--- src/rtl/xdata_router_pkg.sv ---
package xdata_router_pkg;

  // Decoded strobes passed from control to datapath
  typedef struct packed {
    logic ramRd;
    logic ramWr;
    logic extRd;
    logic extWr;
  } routeStrb_t;

endpackage

--- src/rtl/xdata_router_ctrl.sv ---
module xdata_router_ctrl
  import xdata_router_pkg::*;
#(
  parameter int ADDR_W    = 16,
  parameter int PTR_W     = 8,
  parameter int CTRL_W    = 8,
  parameter int EN_BIT    = 4,
  parameter int RAM_DEPTH = 256
) (
  input  logic              clk,
  input  logic              rstN,
  input  logic              ctrlWe,
  input  logic [CTRL_W-1:0] ctrlWdata,
  output logic [CTRL_W-1:0] ctrlRdata,
  input  logic              accWide,
  input  logic [ADDR_W-1:0] accAddr,
  input  logic              rdStb,
  input  logic              wrStb,
  output logic [ADDR_W-1:0] effAddr,
  output routeStrb_t        strb
);

  localparam logic [ADDR_W-1:0] RAM_TOP = ADDR_W'(RAM_DEPTH);

  logic [CTRL_W-1:0] ctrlReg;
  logic              auxEn;
  logic              inRange;
  logic              hit;
  logic              doWr;
  logic              doRd;

  always_ff @(posedge clk or negedge rstN) begin
    if (!rstN) ctrlReg <= '0;
    else if (ctrlWe) ctrlReg <= ctrlWdata;
  end

  assign ctrlRdata = ctrlReg;
  assign auxEn     = ctrlReg[EN_BIT];

  // Pointer width selects zero-extension
  always_comb begin
    if (accWide) effAddr = accAddr;
    else         effAddr = {{(ADDR_W-PTR_W){1'b0}}, accAddr[PTR_W-1:0]};
  end

  assign inRange = (effAddr < RAM_TOP);
  assign hit     = auxEn && inRange;
  assign doWr    = wrStb;
  assign doRd    = rdStb && !wrStb;

  always_comb begin
    strb.ramRd = doRd && hit;
    strb.ramWr = doWr && hit;
    strb.extRd = doRd && !hit;
    strb.extWr = doWr && !hit;
  end

  AST_DISABLED_EXTERNAL: assert property (@(posedge clk) disable iff (!rstN)
    (!ctrlRdata[EN_BIT] && (rdStb || wrStb)) |-> ((strb.extRd || strb.extWr) && !strb.ramRd && !strb.ramWr));

  AST_HIGH_EXTERNAL: assert property (@(posedge clk) disable iff (!rstN)
    ((rdStb || wrStb) && accWide && (accAddr >= RAM_TOP)) |-> (strb.extRd || strb.extWr));

  AST_CTRL_HOLD: assert property (@(posedge clk) disable iff (!rstN)
    !ctrlWe |=> $stable(ctrlRdata));

  AST_WRITE_PRIORITY: assert property (@(posedge clk) disable iff (!rstN)
    (rdStb && wrStb) |-> (!strb.ramRd && !strb.extRd));

endmodule

--- src/rtl/xdata_router_dp.sv ---
module xdata_router_dp
  import xdata_router_pkg::*;
#(
  parameter int ADDR_W    = 16,
  parameter int DATA_W    = 8,
  parameter int RAM_DEPTH = 256
) (
  input  logic              clk,
  input  logic              rstN,
  input  routeStrb_t        strb,
  input  logic [ADDR_W-1:0] effAddr,
  input  logic [DATA_W-1:0] wrData,
  output logic [DATA_W-1:0] rdData,
  output logic              rdValid,
  output logic              ramRdStb,
  output logic              ramWrStb,
  output logic              extReq,
  output logic              extWe,
  output logic [ADDR_W-1:0] extAddr,
  output logic [DATA_W-1:0] extWdata
);

  localparam int RAM_AW = $clog2(RAM_DEPTH);

  logic [DATA_W-1:0] mem [RAM_DEPTH];
  logic [RAM_AW-1:0] ramIdx;

  assign ramIdx = effAddr[RAM_AW-1:0];

  always_ff @(posedge clk) begin
    if (strb.ramWr) mem[ramIdx] <= wrData;
  end

  always_ff @(posedge clk or negedge rstN) begin
    if (!rstN) begin
      rdData  <= '0;
      rdValid <= 1'b0;
    end else begin
      rdValid <= strb.ramRd;
      if (strb.ramRd) rdData <= mem[ramIdx];
    end
  end

  assign ramRdStb = strb.ramRd;
  assign ramWrStb = strb.ramWr;
  assign extReq   = strb.extRd || strb.extWr;
  assign extWe    = strb.extWr;
  assign extAddr  = effAddr;
  assign extWdata = wrData;

  AST_ONE_PATH: assert property (@(posedge clk) disable iff (!rstN)
    !((ramRdStb || ramWrStb) && extReq));

  AST_READ_LATENCY: assert property (@(posedge clk) disable iff (!rstN)
    ramRdStb |=> rdValid);

  AST_VALID_SOURCE: assert property (@(posedge clk) disable iff (!rstN)
    !ramRdStb |=> !rdValid);

endmodule

--- src/rtl/xdata_router.sv ---
module xdata_router
  import xdata_router_pkg::*;
#(
  parameter int ADDR_W    = 16,
  parameter int DATA_W    = 8,
  parameter int PTR_W     = 8,
  parameter int CTRL_W    = 8,
  parameter int EN_BIT    = 4,
  parameter int RAM_DEPTH = 256
) (
  input  logic              clk,
  input  logic              rstN,
  input  logic              ctrlWe,
  input  logic [CTRL_W-1:0] ctrlWdata,
  output logic [CTRL_W-1:0] ctrlRdata,
  input  logic              accWide,
  input  logic [ADDR_W-1:0] accAddr,
  input  logic [DATA_W-1:0] wrData,
  input  logic              rdStb,
  input  logic              wrStb,
  output logic [DATA_W-1:0] rdData,
  output logic              rdValid,
  output logic              ramRdStb,
  output logic              ramWrStb,
  output logic              extReq,
  output logic              extWe,
  output logic [ADDR_W-1:0] extAddr,
  output logic [DATA_W-1:0] extWdata
);

  routeStrb_t        strb;
  logic [ADDR_W-1:0] effAddr;

  xdata_router_ctrl #(
    .ADDR_W(ADDR_W), .PTR_W(PTR_W), .CTRL_W(CTRL_W),
    .EN_BIT(EN_BIT), .RAM_DEPTH(RAM_DEPTH)
  ) u_ctrl (
    .clk(clk), .rstN(rstN),
    .ctrlWe(ctrlWe), .ctrlWdata(ctrlWdata), .ctrlRdata(ctrlRdata),
    .accWide(accWide), .accAddr(accAddr),
    .rdStb(rdStb), .wrStb(wrStb),
    .effAddr(effAddr), .strb(strb)
  );

  xdata_router_dp #(
    .ADDR_W(ADDR_W), .DATA_W(DATA_W), .RAM_DEPTH(RAM_DEPTH)
  ) u_dp (
    .clk(clk), .rstN(rstN),
    .strb(strb), .effAddr(effAddr), .wrData(wrData),
    .rdData(rdData), .rdValid(rdValid),
    .ramRdStb(ramRdStb), .ramWrStb(ramWrStb),
    .extReq(extReq), .extWe(extWe),
    .extAddr(extAddr), .extWdata(extWdata)
  );

endmodule

--- config.mk ---
export PLATFORM = sky130hd
export DESIGN_NAME = xdata_router
export DESIGN_NICKNAME = d
export VERILOG_FILES = /design/src/rtl/xdata_router_pkg.sv /design/src/rtl/xdata_router_ctrl.sv /design/src/rtl/xdata_router_dp.sv /design/src/rtl/xdata_router.sv
export SDC_FILE = /design/constraint.sdc
export NUM_CORES = 2
export LEC_CHECK = 0
export BUFFER_PORTS_ARGS = -buffer_cell sky130_fd_sc_hd__buf_2
export CAP_MARGIN = 0
export CORE_AREA = 3 3 370 372
export DETAILED_ROUTE_END_ITERATION = 8
export DIE_AREA = 0 0 373 375
export PLACE_DENSITY = 0.76
export SETUP_SLACK_MARGIN = 0.5
export SLEW_MARGIN = 20
export SYNTH_ARGS = -nofsm -noshare
export SYNTH_HDL_FRONTEND = slang
export SYNTH_SLANG_ARGS = --single-unit
--- constraint.sdc ---
create_clock -name clk -period 4.5 [get_ports clk]
set_clock_uncertainty 0.05 [all_clocks]
set_input_delay 0 -clock clk [delete_from_list [all_inputs] [get_ports clk]]
set_output_delay 0 -clock clk [all_outputs]
set_load 0.02 [all_outputs]
==> run summary <==
Post-CTS Hold Buffers -> 45
PD cells -> 429 nW/um2
TNS Setup -> 0 ns
# setup viols final -> 0
Core Footprint -> 134000 um2
area leader, netlist -> edfxtp_1
slew margin rel. -> 0.263
clk slew on worst S/H paths -> 0.06 ns
ranking of synthesized cells by area -> edfxtp_1 77%, mux4_2 13%, mux2i_1 1.8%
R2R Setup Slk -> 0.63 ns
average cell area after synthesis -> 20.9 um2
Syn Inst Count -> 3830
fin crit period -> 3.87 ns
R2R cell count -> 11
Critical Path RT -> 5.18 ns
Overflow after GRT -> 0
post-route ant nets -> 0
Std-Cell Rows -> 134
share of the synthesized area in the top cell type -> 0.766
initial antenna violation count -> 9
number of global-route vias before repair -> 41600
RSZ-0062 raised after global routing -> false
Crit. End Element -> register
CTS Sinks -> 2065
I/O pin cnt -> 83
crit share post-route -> 0.861
final cell utilization of the core -> 0.677
# nets final -> 4203
combined area of the multi-input logic cells -> 17100 um2
Syn. warnings -> 0
Register Area -> 61900 um2
worst min-delay path class -> primary input to register
Max Fanout on Critical Path -> 15
Initial Util -> 0.600
asr flop ratio synth -> 0.00823
DRC -> 0
maxcap violations -> 0
first-pass GRT wire length -> 298 mm
P_leak -> 28.7 nW
wire length per cell -> 33.7 um
peak supply drop -> 0.000321 V
pre-CTS WS -> 0.662 ns
Die H -> 375 um
Root Buffer -> clkbuf_16
sequential fraction of the synthesis area -> 0.772
number of enable flip-flop cells after synthesis -> 2048
Port-buffer cells -> 82
Max Slew Vio Count -> 0
fillers -> 7899
largest net degree at the start of global routing -> 174
GPL Wtd Cong -> 0.904
H-tree Lvls -> 4
Arr. time, crit path -> 4.55 ns
setup repair bufs after CTS -> 0
die width -> 373 um
clk_lat worst skew -> 0.83 ns
FF-to-FF Start -> u_ctrl.ctrlRdata[4]$_DFFE_PN0P_
1st-iter DRT viols -> 6533
Max Fclk -> 0.258 GHz
synthesized area -> 80200 um2
Worst Tran Pin Value -> 1.10 ns
Post-Syn Nets -> 3868
flops & latches, synth -> 2065
CP Capture Point -> u_dp.rdData[4]$_DFFE_PN0P_
final hold vios -> 0
final worst setup slack -> 0.626 ns
Main synth FF type -> edfxtp_1
DPL Wire Length -> 124 mm
via count -> 41800
CTS tree -> yes
startpoint types -> register
overall routing resource usage -> 0.297
Die ar. -> 140000 um2
Crit Path Class -> register to register
Resized Gates After CTS -> 0
Worst setup startpoint -> u_ctrl.ctrlRdata[4]$_DFFE_PN0P_
Yosys cell types -> 58
status -> completed
DR vias/cell -> 6.85
CTS Buf Count -> 192
WL final -> 205 mm
Worst R2R End -> u_dp.rdData[4]$_DFFE_PN0P_
Area Overhead vs Synth -> 12.7%
layout cells sized above 1 -> 0.253
CTS max path bufs -> 3
drt pass-1 iters -> 5
-- power by group --
part | switching, mW | total [mW] | internal [mW] | leakage, nW
combinational | 1.33 | 2.05 | 0.716 | 7.18
clock | 7.00 | 15.6 | 8.56 | 2.91
sequential | 0.0536 | 21.2 | 21.2 | 18.6
-- stage by stage --
stage | std cells | area (um2) | hold WS, ns | power [mW]
floorplan | 3830 | 80200 | -0.346 | 22.6
global placement | 5693 | 84000 | -0.0520 | 23.6
detailed placement | 5693 | 84000 | -0.0480 | 23.6
CTS | 6088 | 90400 | 0.115 | 38.9
global route | 6089 | 90400 | 0.177 | 39.7
finish | 6092 | 90400 | 0.174 | 38.8
-- kinds of logic (layout without fill, tap and decap cells) --
kind of cell           Yosys count  count (layout)  share of synthesized area
AO/OA/AOI/OAI                  256             256                     0.0227
flip-flops                    2065            2065                      0.772
multiplexers                   643             643                      0.156
buffers and inverters          248             739                     0.0159
AND/OR/NAND/NOR                618             618                     0.0332
other                            0               3                          0
-- worst max-delay path, stage by stage, from the launching register on --
cell	delay, ns
dfrtp_1	0.34
inv_1	0.08
a21oi_1	0.43
buf_4	0.25
nand3b_1	0.28
inv_1	0.17
buf_4	0.36
o31ai_1	0.19
nor4_1	0.51
and4_1	0.38
o32ai_1	0.12
dlygate4sd3_1	0.59
-- synth_stat cells (4+ instances only) --
cell type	instances
a22oi_1	28
a311oi_1	6
o32ai_1	5
a31oi_1	13
buf_1	17
a211oi_1	10
nor2b_1	11
mux2i_1	148
mux2_2	12
mux4_1	16
edfxtp_1	2048
a221oi_1	16
o211ai_1	5
dfrtp_1	17
nand4_1	23
buf_2	91
buf_4	44
and2_1	11
a2111oi_0	8
o22ai_1	50
nor2_1	316
nor3_1	26
a21oi_1	24
a22o_1	7
a32oi_1	10
o32a_1	4
o22a_1	4
nand3b_1	5
and3_1	13
nand2_1	138
mux4_2	467
clkbuf_1	83
nor4_1	13
or3_1	7
inv_1	6
buf_6	4
nand3_1	42
o21ai_0	31
o221ai_1	16
-- layer usage --
layer	GRT usage	up-vias	routed length (um)
li1	-	16600	-
met1	0.408	21600	73000
met2	0.451	3048	96300
met3	0.0961	531	27400
met4	0.116	6	8760
met5	0	-	35
-- worst min-delay path by stage --
stage                                            to  cells past startpoint  slack, ns      start
floorplan           u_ctrl.ctrlRdata[0]$_DFFE_PN0P_                      0      -0.35       rstN
global placement    u_ctrl.ctrlRdata[0]$_DFFE_PN0P_                      1      -0.05       rstN
detailed placement  u_ctrl.ctrlRdata[0]$_DFFE_PN0P_                      1      -0.05       rstN
CTS                      u_dp.mem[124][1]$_DFFE_PP_                      2       0.12  wrData[1]
global route             u_dp.mem[187][1]$_DFFE_PP_                      2       0.18  wrData[1]
finish                   u_dp.mem[112][1]$_DFFE_PP_                      2       0.17  wrData[1]
-- placed cells by master, fill, tap and decap left out, drive strengths merged, types with 6 or more instances in the layout --
| cell type | netlist | layout |
|---|---|---|
| a2111oi | 8 | 8 |
| a211oi | 10 | 10 |
| a21oi | 24 | 24 |
| a221oi | 16 | 16 |
| a22o | 7 | 7 |
| a22oi | 28 | 28 |
| a311oi | 6 | 6 |
| a31oi | 13 | 13 |
| a32oi | 10 | 10 |
| and2 | 12 | 12 |
| and3 | 13 | 13 |
| buf | 158 | 329 |
| bufinv | 0 | 9 |
| clkbuf | 83 | 255 |
| clkinv | 0 | 82 |
| clkinvlp | 0 | 6 |
| dfrtp | 17 | 17 |
| dlygate4sd3 | 0 | 45 |
| edfxtp | 2048 | 2048 |
| inv | 7 | 13 |
| mux2 | 12 | 12 |
| mux2i | 148 | 148 |
| mux4 | 483 | 483 |
| nand2 | 138 | 138 |
| nand3 | 42 | 42 |
| nand4 | 23 | 23 |
| nor2 | 316 | 316 |
| nor2b | 11 | 11 |
| nor3 | 26 | 26 |
| nor4 | 13 | 13 |
| o21ai | 34 | 34 |
| o221ai | 16 | 16 |
| o22ai | 50 | 50 |
| or3 | 7 | 7 |
-- area by class of cell --
cell class,instances,share of cell area
Sequential cell,2065,0.685
Multi-Input combinational cell,1517,0.189
Clock buffer,247,0.0564
Timing Repair Buffer,382,0.0351
Tap cell,1768,0.0245
Clock inverter,103,0.00986
Inverter,7,0.000318
Antenna cell,3,0.0000830
-- registers in the layout (all words and copies together) (netlist names) --
signal            cells
u_ctrl.ctrlRdata      8
u_dp.mem           2048
u_dp.rdData           8
u_dp.rdValid          1
Note: power is estimated with default switching activity, not from simulation.
